--- src/rtl/kid_dpll_pkg.sv ---
package kid_dpll_pkg;

  // half-cycle advance for one clock: carry adds one, borrow removes one
  function automatic int f_step(input logic inc, input logic dec);
    return 1 + int'(inc) - int'(dec);
  endfunction

  // phase advance modulo the number of half cycles per output period
  function automatic int f_adv(input int ph, input int st, input int n_half);
    int s;
    s = ph + st;
    return (s >= n_half) ? s - n_half : s;
  endfunction

  // output level for a given half-cycle phase
  function automatic logic f_high(input int ph, input int n_div);
    return (ph < n_div);
  endfunction

endpackage

--- src/rtl/kid_pd.sv ---
module kid_pd (
  input  logic clk,
  input  logic rst_n,
  input  logic ref_in,
  input  logic fb,
  output logic dir
);
  always_ff @(posedge clk or negedge rst_n) begin
    if (!rst_n) dir <= 1'b0;
    else        dir <= ref_in ^ fb;
  end
endmodule

--- src/rtl/kid_kside.sv ---
module kid_kside #(
  parameter int KW = 3
) (
  input  logic          clk,
  input  logic          rst_n,
  input  logic          adv,
  output logic [KW-1:0] cnt,
  output logic          pulse
);
  logic msb_d;

  always_ff @(posedge clk or negedge rst_n) begin
    if (!rst_n) begin
      cnt   <= '0;
      msb_d <= 1'b0;
    end else begin
      if (adv) cnt <= cnt + KW'(1);
      msb_d <= cnt[KW-1];
    end
  end

  assign pulse = cnt[KW-1] & ~msb_d;
endmodule

--- src/rtl/kid_kcount.sv ---
module kid_kcount #(
  parameter  int K_MOD = 8,
  localparam int KW    = $clog2(K_MOD)
) (
  input  logic          clk,
  input  logic          rst_n,
  input  logic          dir,
  output logic [KW-1:0] up_cnt,
  output logic [KW-1:0] dn_cnt,
  output logic          carry,
  output logic          borrow
);
  logic [1:0][KW-1:0] cnt_arr;
  logic [1:0]         pul;

  // side 0 counts while the detector says "same", side 1 while "different"
  for (genvar g = 0; g < 2; g++) begin : g_side
    logic adv_g;
    assign adv_g = (g == 0) ? ~dir : dir;
    kid_kside #(.KW(KW)) u_side (
      .clk  (clk),
      .rst_n(rst_n),
      .adv  (adv_g),
      .cnt  (cnt_arr[g]),
      .pulse(pul[g])
    );
  end

  assign up_cnt = cnt_arr[0];
  assign dn_cnt = cnt_arr[1];
  assign carry  = pul[0];
  assign borrow = pul[1];
endmodule

--- src/rtl/kid_idcnt.sv ---
module kid_idcnt
  import kid_dpll_pkg::*;
(
  input  logic       clk,
  input  logic       rst_n,
  input  logic       inc,
  input  logic       dec,
  output logic [1:0] step,
  output logic       idout
);
  assign step = 2'(f_step(inc, dec));

  always_ff @(posedge clk or negedge rst_n) begin
    if (!rst_n)       idout <= 1'b0;
    else if (step[0]) idout <= ~idout;
  end
endmodule

--- src/rtl/kid_divn.sv ---
module kid_divn
  import kid_dpll_pkg::*;
#(
  parameter  int N_DIV = 16,
  localparam int NH    = 2 * N_DIV,
  localparam int HW    = $clog2(NH)
) (
  input  logic          clk,
  input  logic          rst_n,
  input  logic [1:0]    step,
  output logic [HW-1:0] phase,
  output logic          fb
);
  logic [HW-1:0] ph_next;

  assign ph_next = HW'(f_adv(int'(phase), int'(step), NH));

  always_ff @(posedge clk or negedge rst_n) begin
    if (!rst_n) begin
      phase <= '0;
      fb    <= 1'b0;
    end else begin
      phase <= ph_next;
      fb    <= f_high(int'(ph_next), N_DIV);
    end
  end
endmodule

--- src/rtl/kid_dpll.sv ---
module kid_dpll #(
  parameter int N_DIV = 16,
  parameter int K_MOD = 8
) (
  input  logic clk,
  input  logic rst_n,
  input  logic ref_in,
  output logic out_clk
);
  localparam int KW = $clog2(K_MOD);
  localparam int HW = $clog2(2 * N_DIV);

  // named internal events, observed by the bound checker
  logic          w_dir;
  logic [KW-1:0] w_up;
  logic [KW-1:0] w_dn;
  logic          w_inc;
  logic          w_dec;
  logic [1:0]    w_step;
  logic          w_idout;
  logic [HW-1:0] w_phase;
  logic          w_fb;

  kid_pd u_pd (
    .clk(clk), .rst_n(rst_n), .ref_in(ref_in), .fb(w_fb), .dir(w_dir)
  );

  kid_kcount #(.K_MOD(K_MOD)) u_kc (
    .clk(clk), .rst_n(rst_n), .dir(w_dir),
    .up_cnt(w_up), .dn_cnt(w_dn), .carry(w_inc), .borrow(w_dec)
  );

  kid_idcnt u_id (
    .clk(clk), .rst_n(rst_n), .inc(w_inc), .dec(w_dec),
    .step(w_step), .idout(w_idout)
  );

  kid_divn #(.N_DIV(N_DIV)) u_div (
    .clk(clk), .rst_n(rst_n), .step(w_step), .phase(w_phase), .fb(w_fb)
  );

  assign out_clk = w_fb;
endmodule

--- config.mk ---
export PLATFORM = sky130hd
export DESIGN_NAME = kid_dpll
export DESIGN_NICKNAME = d
export VERILOG_FILES = /design/src/rtl/kid_dpll_pkg.sv /design/src/rtl/kid_pd.sv /design/src/rtl/kid_kside.sv /design/src/rtl/kid_kcount.sv /design/src/rtl/kid_idcnt.sv /design/src/rtl/kid_divn.sv /design/src/rtl/kid_dpll.sv
export SDC_FILE = /design/constraint.sdc
export NUM_CORES = 1
export LEC_CHECK = 0
export BUFFER_PORTS_ARGS = -buffer_cell sky130_fd_sc_hd__buf_2
export CAP_MARGIN = 20
export CORE_ASPECT_RATIO = 0.7
export CORE_UTILIZATION = 30
export DETAILED_ROUTE_END_ITERATION = 12
export GPL_TIMING_DRIVEN = 0
export SKIP_CTS_REPAIR_TIMING = 1
export SLEW_MARGIN = 20
export SYNTH_ARGS = -nofsm -noshare
export SYNTH_HDL_FRONTEND = slang
export SYNTH_HIERARCHICAL = 1
export SYNTH_SLANG_ARGS = --single-unit
--- constraint.sdc ---
create_clock -name clk -period 2.05 [get_ports clk]
set_input_delay 0.205 -clock clk [delete_from_list [all_inputs] [get_ports clk]]
set_output_delay 0.205 -clock clk [all_outputs]
set_load 0.1 [all_outputs]
# Word level (Yosys, flattened, before mapping)
# Index checks and enable logic that the tools add are counted.
# W data, S select, Z words.
[word_totals] ramBits=0 latchBits=0 regBits=15 out_inout_bits=1 wordCells=21 mem_count=0 input_bits=3 mem_bits_ro=0
[op_classes] order_cmp=2 shifts=0 muxes=1 bitwise=5 n_div=0 eq_ne=0 addsub=6 n_mul=0 n_reduce_logical=0
[op_table] cell="$add A3 B1 Y3 const B" n=2
[op_table] cell="$add A5 B2 Y6" n=1
[op_table] cell="$ge A6 B6 Y1 const B" n=1
[op_table] cell="$lt A5 B5 Y1 const B" n=1
[op_table] cell="$mux W5" n=1
[op_table] cell="$sub A5 B1 Y5 const B" n=1
[op_table] cell="$add A1 B1 Y2 const A" n=1
[op_table] cell="$and A1 B1 Y1" n=2
[op_table] cell="$not A1 Y1" n=2
[op_table] cell="$sub A2 B2 Y2" n=1
[op_table] cell="$xor A1 B1 Y1" n=1

# Depth between registers and ports, before layout
# Gate-level depths: netlist of the first run.
[logic_depth] ltp_word=8 ltp_mapped=7 mapped_depth_nobuf=7

# By module
# The synthesis of the first run kept the hierarchy.
[by_module_without_submodules] mod="kid_kside" n_inst=2 area_each_um2=155.1 seq_area_each_um2=100.1 cells_each=10
[by_module_without_submodules] mod="kid_divn" n_inst=1 area_each_um2=264.0 seq_area_each_um2=150.1 cells_each=18
[by_module_without_submodules] mod="kid_idcnt" n_inst=1 area_each_um2=50.0 seq_area_each_um2=25.0 cells_each=4
[by_module_without_submodules] mod="kid_pd" n_inst=1 area_each_um2=33.8 seq_area_each_um2=25.0 cells_each=2
[by_module_without_submodules] mod="kid_kcount" n_inst=1 area_each_um2=3.8 seq_area_each_um2=0.0 cells_each=1

# Least setup slack after synthesis of the first run
# OpenSTA, ideal clock, no wires.
[synth_path] path_kind="reg-to-reg" start="register u_kc.g_side[0].u_side.cnt[2]" end="register u_div.fb" stages_incl_launch_ff=7 setup_ps=79 synth_period_minus_slack_ps=1759 n_path_buf=0 t_required_ps=1971 t_arrival_ps=1680 slack_ps=291 path_cell_list="dfrtp_1 -> nor2b_1 -> ha_1 -> ha_1 -> fa_1 -> nand3_2 -> xor2_1"
[synth_via] elab_chain_cells=7 word_cells_on_any_way=8 cone_classes="add/sub: 4; order compare: 2; mux: 1; bitwise: 1"
[synth_rtl] element="start, declared" line_no="kid_kside.sv:7" text="output logic [KW-1:0] cnt,"
[synth_rtl] element="start signal, assigned" line_no="kid_kside.sv:17" text="if (adv) cnt <= cnt + KW'(1);"
[synth_rtl] element="$and A1 B1 Y1 (*)" line_no="kid_kside.sv:22" text="assign pulse = cnt[KW-1] & ~msb_d;"
[synth_rtl] element="via w_inc" line_no="kid_dpll.sv:17" text="logic w_inc;"
[synth_rtl] element="$add A1 B1 Y2 (*)" line_no="kid_dpll_pkg.sv:5" text="return 1 + int'(inc) - int'(dec);"
[synth_rtl] element="$sub A2 B2 Y2 (*)" line_no="kid_dpll_pkg.sv:5"
[synth_rtl] element="via w_step[0]" line_no="kid_dpll.sv:19" text="logic [1:0] w_step;"
[synth_rtl] element="$add A5 B2 Y6 (*)" line_no="kid_dpll_pkg.sv:11" text="s = ph + st;"
[synth_rtl] element="$sub A5 B1 Y5 / $ge A6 B6 Y1 (equally long branches)" line_no="kid_dpll_pkg.sv:12" text="return (s >= n_half) ? s - n_half : s;"
[synth_rtl] element="$mux W5 (*)" line_no="kid_dpll_pkg.sv:12"
[synth_rtl] element="$lt A5 B5 Y1 (*)" line_no="kid_dpll_pkg.sv:17" text="return (ph < n_div);"
[synth_rtl] element="end signal, assigned" line_no="kid_divn.sv:24" text="fb <= f_high(int'(ph_next), N_DIV);"
[synth_rtl] element="end, declared" line_no="kid_divn.sv:12" text="output logic fb"
# Mark *: on every way through the listed nets, which the timed path passes. The rest lies on a longest branch.
# A chain may end at the register's enable or synchronous reset.

# Worst setup path after layout of the first run
[layout_path] start="register u_kc.g_side[1].u_side.cnt[2]" end="register u_div.fb"
[layout_via] elab_chain_cells=6 word_cells_on_any_way=7 cone_classes="add/sub: 3; order compare: 2; mux: 1; bitwise: 1"
[layout_rtl] element="start, declared" line_no="kid_kside.sv:7"
[layout_rtl] element="start signal, assigned" line_no="kid_kside.sv:17"
[layout_rtl] element="$and A1 B1 Y1 (*)" line_no="kid_kside.sv:22"
[layout_rtl] element="via w_dec" line_no="kid_dpll.sv:18" text="logic w_dec;"
[layout_rtl] element="$sub A2 B2 Y2 (*)" line_no="kid_dpll_pkg.sv:5"
[layout_rtl] element="via w_step[0]" line_no="kid_dpll.sv:19"
[layout_rtl] element="$add A5 B2 Y6 (*)" line_no="kid_dpll_pkg.sv:11"
[layout_rtl] element="$sub A5 B1 Y5 / $ge A6 B6 Y1 (equally long branches)" line_no="kid_dpll_pkg.sv:12"
[layout_rtl] element="$mux W5 (*)" line_no="kid_dpll_pkg.sv:12"
[layout_rtl] element="$lt A5 B5 Y1 (*)" line_no="kid_dpll_pkg.sv:17"
# Marked as above.

==> results by group, run 1 <==
STA
  • Total Negative Setup Slacks: 0 ns
  • Final worst path period share: 89.6%
  • Fmax: 544 MHz
  • Count of final setup violators: 0
  • Clock period minus worst slack: 1.84 ns
  • Slew at the pin closest to its max-slew limit: 0.483 ns
  • Max-slew headroom at the worst pin: 68.0%
  • Worst hold slack across all endpoints: 0.0991 ns
  • RSZ-0062 raised after global routing: no
  • Total count of max-transition violations in the final report: 0
  • Setup skew after layout: 0.00803 ns
  • Final Hold Viols: 0

Global route
  • Pin count of the biggest net entering global routing: 16
  • Initial antenna violation count: 0
  • First-pass GRT wire length: 1520 um
  • Overflow after GRT: 0
  • Number of global-route vias before repair: 368
  • Overall global routing resource usage: 10.1%

Placed design
  • Placed instance area: 671 um2
  • Placed wire-length estimate: 556 um
  • Count of input and output buffers: 3
  • Weighted congestion reported at the end of routability-driven placement: 0.651

Floorplan
  • Initial core utilization: 32.7%
  • Std-Cell Core Area: 0.00192 mm2
  • Number of primary I/O pins: 4
  • Die Width: 56.7 um
  • Die ar.: 0.00228 mm2
  • Chip height: 40.3 um
  • Cell Rows: 13

Yosys
  • Mapped Area: 628 um2
  • Mapped Cells: 43
  • Warnings from Yosys: 6
  • Post-synth net total: 52
  • Average size of a mapped cell: 14.6 um2

Power and ir drop
  • Switching part of the total: 37.4%
  • Clock Power Share: 13.0%
  • Peak VDD IR: 0.439 mV
  • Post-layout power: 1260 uW
  • Fraction of power consumed by combinational cells: 41.3%
  • Sequential power share: 45.8%
  • Switching Power: 473 uW
  • Power density cells: 1780 mW/mm2
  • Internal: 790 uW
  • Leakage dissipation: 0.000327 uW

Routing
  • Drc violations: 2
  • Total iterations of the first detailed-routing run: 7
  • Via count of the routed design: 317
  • Number of DRC markers in iteration 0: 5
  • Routed via count divided by cell count: 4.34
  • DRT Wirelength: 816 um
  • Remaining antenna violation count after routing: 0
  • Per-cell routed wire length: 11.2 um

Critical path
  • Critical path's top delay family: adder cells
  • WP data arrival: 2.05 ns
  • Worst path buffer plus inverter count: 1
  • Launching element type of the critical path: register
  • Library cell contributing the largest single delay on the critical path: sky130_fd_sc_hd__fa_1
  • Capture point of the worst reg-to-reg path: u_div/fb
  • Setup slack on the worst flop-to-flop path: 0.21 ns
  • Required time of the critical path: 2.26 ns
  • Ordered cell list for the critical path: nor2b_1 -> inv_1 -> ha_1 -> ha_1 -> fa_1 -> nand3_2 -> xor2_1
  • Worst path depth: 7
  • Crit path capture type: register
  • Source of the worst register-to-register timing path: u_kc/g_side[1].u_side/cnt[2]
  • CP most frequent cell: sky130_fd_sc_hd__ha_1
  • Number of cells on the worst reg-to-reg path: 7
  • Maximum net fanout on the critical path: 3
  • Highest cell delay on the worst timing path: 0.43 ns
  • Crit Path Class: reg -> reg

Clock tree
  • Maximum level of the CTS H-tree: 1
  • Root Driver: sky130_fd_sc_hd__clkbuf_4
  • CTS clock-pin slew for the worst setup and hold paths: 0.09 ns
  • Max Buffers Root-to-Sink: 2
  • Total CTS buffers: 3
  • Clk sink count: 15
  • Clock Latency Late Sink: 0.28 ns
  • CTS tree: yes

Worst hold path
  • WHS Path Cells: 2
  • Hold path start: ref_in
  • Endpoint of the worst hold path: u_pd/dir
  • Classification of the worst-slack hold path: in -> reg

Outcome
  • Violations in the final reports: design-rule violations
  • Result of the run: complete, but fails checks

Cells and area
  • Proportion of layout cells with a drive suffix above 1: 19.6%
  • Most frequent cells in the layout: 15 x sky130_fd_sc_hd__dfrtp_1, 5 x sky130_fd_sc_hd__xor2_1, 5 x sky130_fd_sc_hd__ha_1
  • Number of filler cells placed in the layout: 195
  • Layout area overhead: 12.7%
  • Most common library cell in the layout ignoring fill and taps: sky130_fd_sc_hd__dfrtp_1
  • Post-route cell area: 708 um2
  • Number of nets in the layout: 61
  • ANT cells: 0

Run
  • Number of violations of the max-capacitance limit: 0
==> per-layer routing <==
| layer | part of all wire [%] | track usage [%] | wire length, um |
|---|---|---|---|
| met1 | 53 | 10.3 | 435 |
| met2 | 39 | 16.4 | 321 |
| met3 | 5.5 | 6.77 | 45 |
| met4 | 1.5 | 5.63 | 12 |
| met5 | 0 | 0 | 0 |
==> sequential cells by signal (all words and copies together) (netlist names) <==
name,flops
u_kc/g_side.u_side/cnt,6
u_div/fb,1
u_pd/dir,1
u_kc/g_side.u_side/msb_d,2
u_div/phase,5
==> worst max path at each step <==
stage | start | to
2_1_floorplan | u_kc/g_side[0].u_side/cnt[2] | u_div/fb
3_3_place_gp | u_kc/g_side[1].u_side/cnt[2] | u_div/fb
3_5_place_dp | u_kc/g_side[1].u_side/cnt[2] | u_div/fb
4_1_cts | u_kc/g_side[1].u_side/cnt[2] | u_div/fb
5_1_grt | u_kc/g_side[1].u_side/cnt[2] | u_div/fb
6_report | u_kc/g_side[1].u_side/cnt[2] | u_div/fb
==> layout make-up <==
type	instances	area, um2	share of cell area, %
sequential	15	375	53.0
multi-input combinational	26	245	34.6
tap	22	27.5	3.89
timing repair buffer	4	25.0	3.53
clock buffer	3	22.5	3.18
inverter	2	7.51	1.06
clock inverter	1	5.00	0.707
==> power by group through the flow <==
stage	registers (uW)	logic [uW]	clock network [uW]
6_report	578	521	164
4_1_cts	582	529	175
2_1_floorplan	633	371	0
5_1_grt	600	599	190
3_5_place_dp	578	536	0
3_3_place_gp	578	512	0
==> per-stage QoR <==
step	std cells	util, %	setup WS [ns]
final	73	36.9	0.213
after global routing	73	36.9	0.0980
after CTS	72	36.4	0.191
after detailed placement	68	34.9	0.235
after global placement	68	34.9	0.222
after floorplan	43	-	0.328
No activity file was read; power rests on OpenSTA's default activity.
==> run 2: changes to the inputs <==
Settings changed: CELL_PAD_IN_SITES_DETAIL_PLACEMENT set to 1, CELL_PAD_IN_SITES_GLOBAL_PLACEMENT set to 1, PLACE_DENSITY_LB_ADDON set to 0.1.
==> run 2 against run 1 <==
  * The run now ends clean
  * Register-to-register slack hardly changed
  * Cell count did not move
  * Clock-buffer cell count up 1
  * Via count is 2.5% higher
  * Core utilization is 0.065 points lower
  * First-iteration DRC count is 100% lower
  * Worst setup slack improved by 0.00081 ns
  * Largest cell class unchanged
  * Highest routed layer unchanged
==> results by group, run 2 (synthesis results as in run 1) <==
Worst hold path
  • WHS Path Cells: 2 (unchanged)
  • Endpoint of the worst hold path: u_pd/dir (unchanged)
  • Hold path start: ref_in (unchanged)
  • Classification of the worst-slack hold path: in -> reg (unchanged)

Global route
  • Met2 track utilization from global routing: 14.9% (was 16.4%)
  • Initial antenna violation count: 0 (unchanged)
  • Pin count of the biggest net entering global routing: 16 (unchanged)
  • Overall global routing resource usage: 11.3% (was 10.1%)
  • Met1 track demand over resource: 14.3% (was 10.3%)
  • Busiest grt layer: met2 (unchanged)
  • Overflow after GRT: 0 (unchanged)
  • First-pass GRT wire length: 1730 um (was 1520 um)
  • Number of global-route vias before repair: 341 (was 368)
  • Met3 GRT Util: 6.77% (unchanged)

Run
  • Number of violations of the max-capacitance limit: 0 (unchanged)

Clock tree
  • Root Driver: sky130_fd_sc_hd__clkbuf_4 (unchanged)
  • Clock Latency Late Sink: 0.28 ns (about the same)
  • Maximum level of the CTS H-tree: 1 (unchanged)
  • CTS tree: yes (unchanged)
  • Total CTS buffers: 3 (unchanged)
  • Clk sink count: 15 (unchanged)
  • CTS clock-pin slew for the worst setup and hold paths: 0.08 ns (was 0.09 ns)
  • Max Buffers Root-to-Sink: 2 (unchanged)

Cells and area
  • Post-route cell area: 707 um2 (was 708 um2)
  • Largest registers in the final layout: u_kc/g_side.u_side/cnt x6, u_div/phase x5, u_kc/g_side.u_side/msb_d x2 (unchanged)
  • Number of nets in the layout: 61 (unchanged)
  • ANT cells: 0 (unchanged)
  • Proportion of layout cells with a drive suffix above 1: 17.6% (was 19.6%)
  • Number of flip-flops under the largest register name: 6 (unchanged)
  • Most common library cell in the layout ignoring fill and taps: sky130_fd_sc_hd__dfrtp_1 (unchanged)
  • Layout area overhead: 12.5% (was 12.7%)
  • Biggest register: u_kc/g_side.u_side/cnt (unchanged)
  • Most frequent cells in the layout: 15 x sky130_fd_sc_hd__dfrtp_1, 5 x sky130_fd_sc_hd__xor2_1, 5 x sky130_fd_sc_hd__ha_1 (unchanged)

STA
  • Final worst path period share: 89.6% (about the same)
  • Total Negative Setup Slacks: 0 ns (unchanged)
  • Fmax: 545 MHz (was 544 MHz)
  • Final Hold Viols: 0 (unchanged)
  • Setup skew after layout: 0.000886 ns (was 0.00803 ns)
  • Total count of max-transition violations in the final report: 0 (unchanged)
  • Slew at the pin closest to its max-slew limit: 0.482 ns (was 0.483 ns)
  • Max-slew headroom at the worst pin: 68.1% (was 68.0%)
  • Count of final setup violators: 0 (unchanged)
  • Clock period minus worst slack: 1.84 ns (about the same)
  • RSZ-0062 raised after global routing: no (unchanged)

Placed design
  • Placed wire-length estimate: 662 um (was 556 um)
  • Weighted congestion reported at the end of routability-driven placement: 0.658 (was 0.651)
  • Count of input and output buffers: 3 (unchanged)
  • Placed instance area: 671 um2 (unchanged)

Routing
  • Routed via count divided by cell count: 4.45 (was 4.34)
  • DRT Wirelength: 917 um (was 816 um)
  • Remaining antenna violation count after routing: 0 (unchanged)
  • Total iterations of the first detailed-routing run: 1 (was 7)
  • Via count of the routed design: 325 (was 317)
  • Per-cell routed wire length: 12.6 um (was 11.2 um)
  • Number of DRC markers in iteration 0: 0 (was 5)
  • Drc violations: 0 (was 2)

Critical path
  • Required time of the critical path: 2.26 ns (about the same)
  • Crit Path Class: reg -> reg (unchanged)
  • Crit path capture type: register (unchanged)
  • Launching element type of the critical path: register (unchanged)
  • CP most frequent cell: sky130_fd_sc_hd__ha_1 (unchanged)
  • Library cell contributing the largest single delay on the critical path: sky130_fd_sc_hd__fa_1 (unchanged)
  • Maximum net fanout on the critical path: 3 (unchanged)
  • Highest cell delay on the worst timing path: 0.43 ns (about the same)
  • Worst path depth: 7 (unchanged)
  • Critical path's top delay family: adder cells (unchanged)
  • Number of cells on the worst reg-to-reg path: 7 (unchanged)
  • Capture point of the worst reg-to-reg path: u_div/fb (unchanged)
  • Ordered cell list for the critical path: nor2b_1 -> inv_1 -> ha_1 -> ha_1 -> fa_1 -> nand3_2 -> xor2_1 (unchanged)
  • Source of the worst register-to-register timing path: u_kc/g_side[1].u_side/cnt[2] (unchanged)
  • Worst path buffer plus inverter count: 1 (unchanged)
  • WP data arrival: 2.05 ns (about the same)
  • Setup slack on the worst flop-to-flop path: 0.21 ns (about the same)

Floorplan
  • Die Width: 56.7 um (unchanged)
  • Chip height: 40.3 um (unchanged)
  • Std-Cell Core Area: 0.00192 mm2 (unchanged)
  • Initial core utilization: 32.7% (unchanged)
  • Number of primary I/O pins: 4 (unchanged)
  • Cell Rows: 13 (unchanged)
  • Die ar.: 0.00228 mm2 (unchanged)

Power and ir drop
  • Internal: 798 uW (was 790 uW)
  • Power density cells: 1820 mW/mm2 (was 1780 mW/mm2)
  • Leakage dissipation: 0.000324 uW (was 0.000327 uW)
  • Switching part of the total: 37.9% (was 37.4%)
  • Switching Power: 486 uW (was 473 uW)
  • Fraction of power consumed by combinational cells: 41.8% (was 41.3%)
  • Peak VDD IR: 0.667 mV (was 0.439 mV)
  • Sequential power share: 45.1% (was 45.8%)
  • Clock Power Share: 13.1% (was 13.0%)

Outcome
  • Result of the run: complete, no violations (was complete, but fails checks)
==> run 2: through the flow <==
stage                     std cells  total power (uW)  util [%]  hold WS [ns]  worst slack [ns]
final                            73              1280      36.8        0.0894             0.214
after global routing             73              1430      36.8        0.0852            0.0502
after CTS                        72              1310      36.3        -0.195             0.189
after detailed placement         68              1120      34.9         0.125             0.217
after global placement           68              1080      34.9         0.114             0.218
after floorplan                  43              1000         -       -0.0906             0.328
==> run 2: final cells by class <==
class	count	area, um2
Fill cell	215	1210
Sequential cell	15	375
Multi-Input combinational cell	26	245
Tap cell	22	27.5
Clock buffer	4	26.3
Timing Repair Buffer	4	25.0
Inverter	2	7.51
==> run 2: metal layers <==
layer | share of wire, % | vias to the layer above
li1 | - | 156
met1 | 48 | 161
met2 | 45 | 6
met3 | 6.2 | 2
met4 | 1.1 | 0
met5 | 0 | -
==> run 2: worst max path at each step <==
stage,slack (ns),start,endpoint
detailed placement,0.22,u_kc/g_side[1].u_side/cnt[2],u_div/fb
floorplan,0.33,u_kc/g_side[0].u_side/cnt[2],u_div/fb
finish,0.21,u_kc/g_side[1].u_side/cnt[2],u_div/fb
global route,0.05,u_kc/g_side[1].u_side/cnt[2],u_div/fb
CTS,0.19,u_kc/g_side[1].u_side/cnt[2],u_div/fb
global placement,0.22,u_kc/g_side[1].u_side/cnt[2],u_div/fb
==> run 2: power groups by stage <==
| stage | clock [uW] | sequential (uW) | combinational [uW] |
|---|---|---|---|
| 2_1_floorplan | 0 | 633 | 371 |
| 3_3_place_gp | 0 | 575 | 505 |
| 3_5_place_dp | 0 | 590 | 533 |
| 4_1_cts | 178 | 583 | 544 |
| 5_1_grt | 192 | 610 | 626 |
| 6_report | 168 | 580 | 537 |
==> run 3: changes to the inputs <==
Settings changed: ABC_AREA set to 1.
==> run 3 against run 2 <==
  * Core utilization grew 0.86 points
  * Clock-buffer cell count is the same
  * Clock skew shrank 0.00059 ns
  * Critical path depth grew 2
  * Worst setup slack lost 0.041 ns
  * Die area grew 4.4%
  * Design area grew 4.1%
  * Largest cell class unchanged
  * Highest routed layer unchanged
==> results by group, run 3 <==
Floorplan
  • Cell Rows: 13 (unchanged)
  • Std-Cell Core Area: 0.00195 mm2 (was 0.00192 mm2)
  • Chip height: 41.2 um (was 40.3 um)
  • Number of primary I/O pins: 4 (unchanged)
  • Die ar.: 0.00238 mm2 (was 0.00228 mm2)
  • Initial core utilization: 33.7% (was 32.7%)
  • Die Width: 57.9 um (was 56.7 um)

Critical path
  • Source of the worst register-to-register timing path: u_kc/g_side[0].u_side/cnt[2] (was u_kc/g_side[1].u_side/cnt[2])
  • Ordered cell list for the critical path: inv_1 -> nor2_1 -> ha_1 -> ha_1 -> fa_1 -> nand3_1 -> nand2_1 -> nand2_2 -> inv_2 (was nor2b_1 -> inv_1 -> ha_1 -> ha_1 -> fa_1 -> nand3_2 -> xor2_1)
  • Required time of the critical path: 2.24 ns (was 2.26 ns)
  • CP most frequent cell: sky130_fd_sc_hd__ha_1 (unchanged)
  • Number of cells on the worst reg-to-reg path: 9 (was 7)
  • Capture point of the worst reg-to-reg path: u_div/phase[4] (was u_div/fb)
  • Crit Path Class: reg -> reg (unchanged)
  • Maximum net fanout on the critical path: 3 (unchanged)
  • Crit path capture type: register (unchanged)
  • Library cell contributing the largest single delay on the critical path: sky130_fd_sc_hd__fa_1 (unchanged)
  • Critical path's top delay family: adder cells (unchanged)
  • WP data arrival: 2.06 ns (was 2.05 ns)
  • Worst path buffer plus inverter count: 2 (was 1)
  • Worst path depth: 9 (was 7)
  • Launching element type of the critical path: register (unchanged)
  • Highest cell delay on the worst timing path: 0.44 ns (was 0.43 ns)
  • Setup slack on the worst flop-to-flop path: 0.17 ns (was 0.21 ns)

Global route
  • Initial antenna violation count: 0 (unchanged)
  • Busiest grt layer: met2 (unchanged)
  • Overflow after GRT: 0 (unchanged)
  • Met3 GRT Util: 6.62% (was 6.77%)
  • Met1 track demand over resource: 14.7% (was 14.3%)
  • Overall global routing resource usage: 11.4% (was 11.3%)
  • Met2 track utilization from global routing: 15.8% (was 14.9%)
  • First-pass GRT wire length: 1820 um (was 1730 um)
  • Number of global-route vias before repair: 394 (was 341)
  • Pin count of the biggest net entering global routing: 16 (unchanged)

STA
  • Final Hold Viols: 0 (unchanged)
  • Total count of max-transition violations in the final report: 0 (unchanged)
  • Slew at the pin closest to its max-slew limit: 0.486 ns (was 0.482 ns)
  • Count of final setup violators: 0 (unchanged)
  • Final worst path period share: 91.5% (was 89.6%)
  • RSZ-0062 raised after global routing: no (unchanged)
  • Max-slew headroom at the worst pin: 67.8% (was 68.1%)
  • Worst hold slack across all endpoints: 0.137 ns (was 0.0894 ns)
  • Fmax: 533 MHz (was 545 MHz)
  • Total Negative Setup Slacks: 0 ns (unchanged)
  • Clock period minus worst slack: 1.88 ns (was 1.84 ns)
  • Setup skew after layout: 0.000293 ns (was 0.000886 ns)

Routing
  • Remaining antenna violation count after routing: 0 (unchanged)
  • Routed via count divided by cell count: 4.46 (was 4.45)
  • Via count of the routed design: 428 (was 325)
  • Number of DRC markers in iteration 0: 7 (was 0)
  • Total iterations of the first detailed-routing run: 3 (was 1)
  • Per-cell routed wire length: 11.2 um (was 12.6 um)
  • Drc violations: 0 (unchanged)
  • DRT Wirelength: 1080 um (was 917 um)

Cells and area
  • Largest registers in the final layout: u_kc/g_side.u_side/cnt x6, u_div/phase x5, u_kc/g_side.u_side/msb_d x2 (unchanged)
  • Layout area overhead: 12.0% (was 12.5%)
  • Number of nets in the layout: 84 (was 61)
  • Proportion of layout cells with a drive suffix above 1: 10.8% (was 17.6%)
  • Most frequent cells in the layout: 16 x sky130_fd_sc_hd__nand2_1, 15 x sky130_fd_sc_hd__dfrtp_1, 13 x sky130_fd_sc_hd__inv_1 (was 15 x sky130_fd_sc_hd__dfrtp_1, 5 x sky130_fd_sc_hd__xor2_1, 5 x sky130_fd_sc_hd__ha_1)
  • Biggest register: u_kc/g_side.u_side/cnt (unchanged)
  • Most common library cell in the layout ignoring fill and taps: sky130_fd_sc_hd__nand2_1 (was sky130_fd_sc_hd__dfrtp_1)
  • ANT cells: 0 (unchanged)
  • Number of flip-flops under the largest register name: 6 (unchanged)

Power and ir drop
  • Power density cells: 1710 mW/mm2 (was 1820 mW/mm2)
  • Leakage dissipation: 0.000394 uW (was 0.000324 uW)
  • Peak VDD IR: 0.551 mV (was 0.667 mV)

Clock tree
  • Clock Latency Late Sink: 0.28 ns (about the same)
  • Clk sink count: 15 (unchanged)
  • Maximum level of the CTS H-tree: 1 (unchanged)
  • Root Driver: sky130_fd_sc_hd__clkbuf_4 (unchanged)
  • Max Buffers Root-to-Sink: 2 (unchanged)
  • Total CTS buffers: 3 (unchanged)
  • CTS clock-pin slew for the worst setup and hold paths: 0.09 ns (was 0.08 ns)
  • CTS tree: yes (unchanged)

Outcome
  • Result of the run: complete, no violations (unchanged)

Run
  • Number of violations of the max-capacitance limit: 0 (unchanged)

Placed design
  • Placed wire-length estimate: 816 um (was 662 um)
  • Weighted congestion reported at the end of routability-driven placement: 0.652 (was 0.658)
  • Count of input and output buffers: 3 (unchanged)

Yosys
  • Post-synth net total: 75 (was 52)
  • Average size of a mapped cell: 9.95 um2 (was 14.6 um2)
  • Mapped Area: 657 um2 (was 628 um2)
  • Warnings from Yosys: 6 (unchanged)
  • Mapped Cells: 66 (was 43)

Worst hold path
  • Classification of the worst-slack hold path: in -> reg (unchanged)
  • WHS Path Cells: 3 (was 2)
  • Hold path start: ref_in (unchanged)
  • Endpoint of the worst hold path: u_pd/dir (unchanged)
[run 3: worst max path at each step]
stage / start / endpoint / slack [ns]
2_1_floorplan: u_kc/g_side[1].u_side/cnt[2] / u_div/phase[4] / 0.31
3_5_place_dp: u_kc/g_side[1].u_side/cnt[2] / u_div/phase[4] / 0.15
4_1_cts: u_kc/g_side[1].u_side/cnt[2] / u_div/phase[4] / 0.14
5_1_grt: u_kc/g_side[1].u_side/cnt[2] / u_div/phase[4] / 0.07
3_3_place_gp: u_kc/g_side[1].u_side/cnt[2] / u_div/phase[4] / 0.20
6_report: u_kc/g_side[0].u_side/cnt[2] / u_div/phase[4] / 0.17
[run 3: power breakdown]
part	total [uW]	internal [uW]	switching, uW
Clock	171	75.5	95.8
Sequential	569	456	113
Combinational	521	197	324
[run 3: final cells by class]
type	count	area, um2
clock buffer	4	26.3
timing repair buffer	4	25.0
sequential	15	375
multi-input combinational	37	229
tap	22	27.5
fill	230	1220
inverter	14	52.6
[run 3: per-layer routing]
layer / wire length (um) / part of all wire, %
met1: 624 / 58
met2: 398 / 37
met3: 46 / 4.3
met4: 6 / 0.56
met5: 0 / 0
[run 3: worst min-delay path: stages]
cell                      delay (ns)
sky130_fd_sc_hd__buf_2          0.08
sky130_fd_sc_hd__nand2_1        0.05
sky130_fd_sc_hd__nand2_1        0.05
[run 3: stage by stage]
step / instance area, um2 / instances / setup slack (ns) / util, % / power (uW)
2_1_floorplan: 657 / 66 / 0.314 / - / 971
3_3_place_gp: 699 / 91 / 0.200 / 35.8 / 1070
3_5_place_dp: 699 / 91 / 0.151 / 35.8 / 1120
4_1_cts: 726 / 95 / 0.135 / 37.2 / 1290
5_1_grt: 736 / 96 / 0.0683 / 37.7 / 1400
6_report: 736 / 96 / 0.173 / 37.7 / 1260
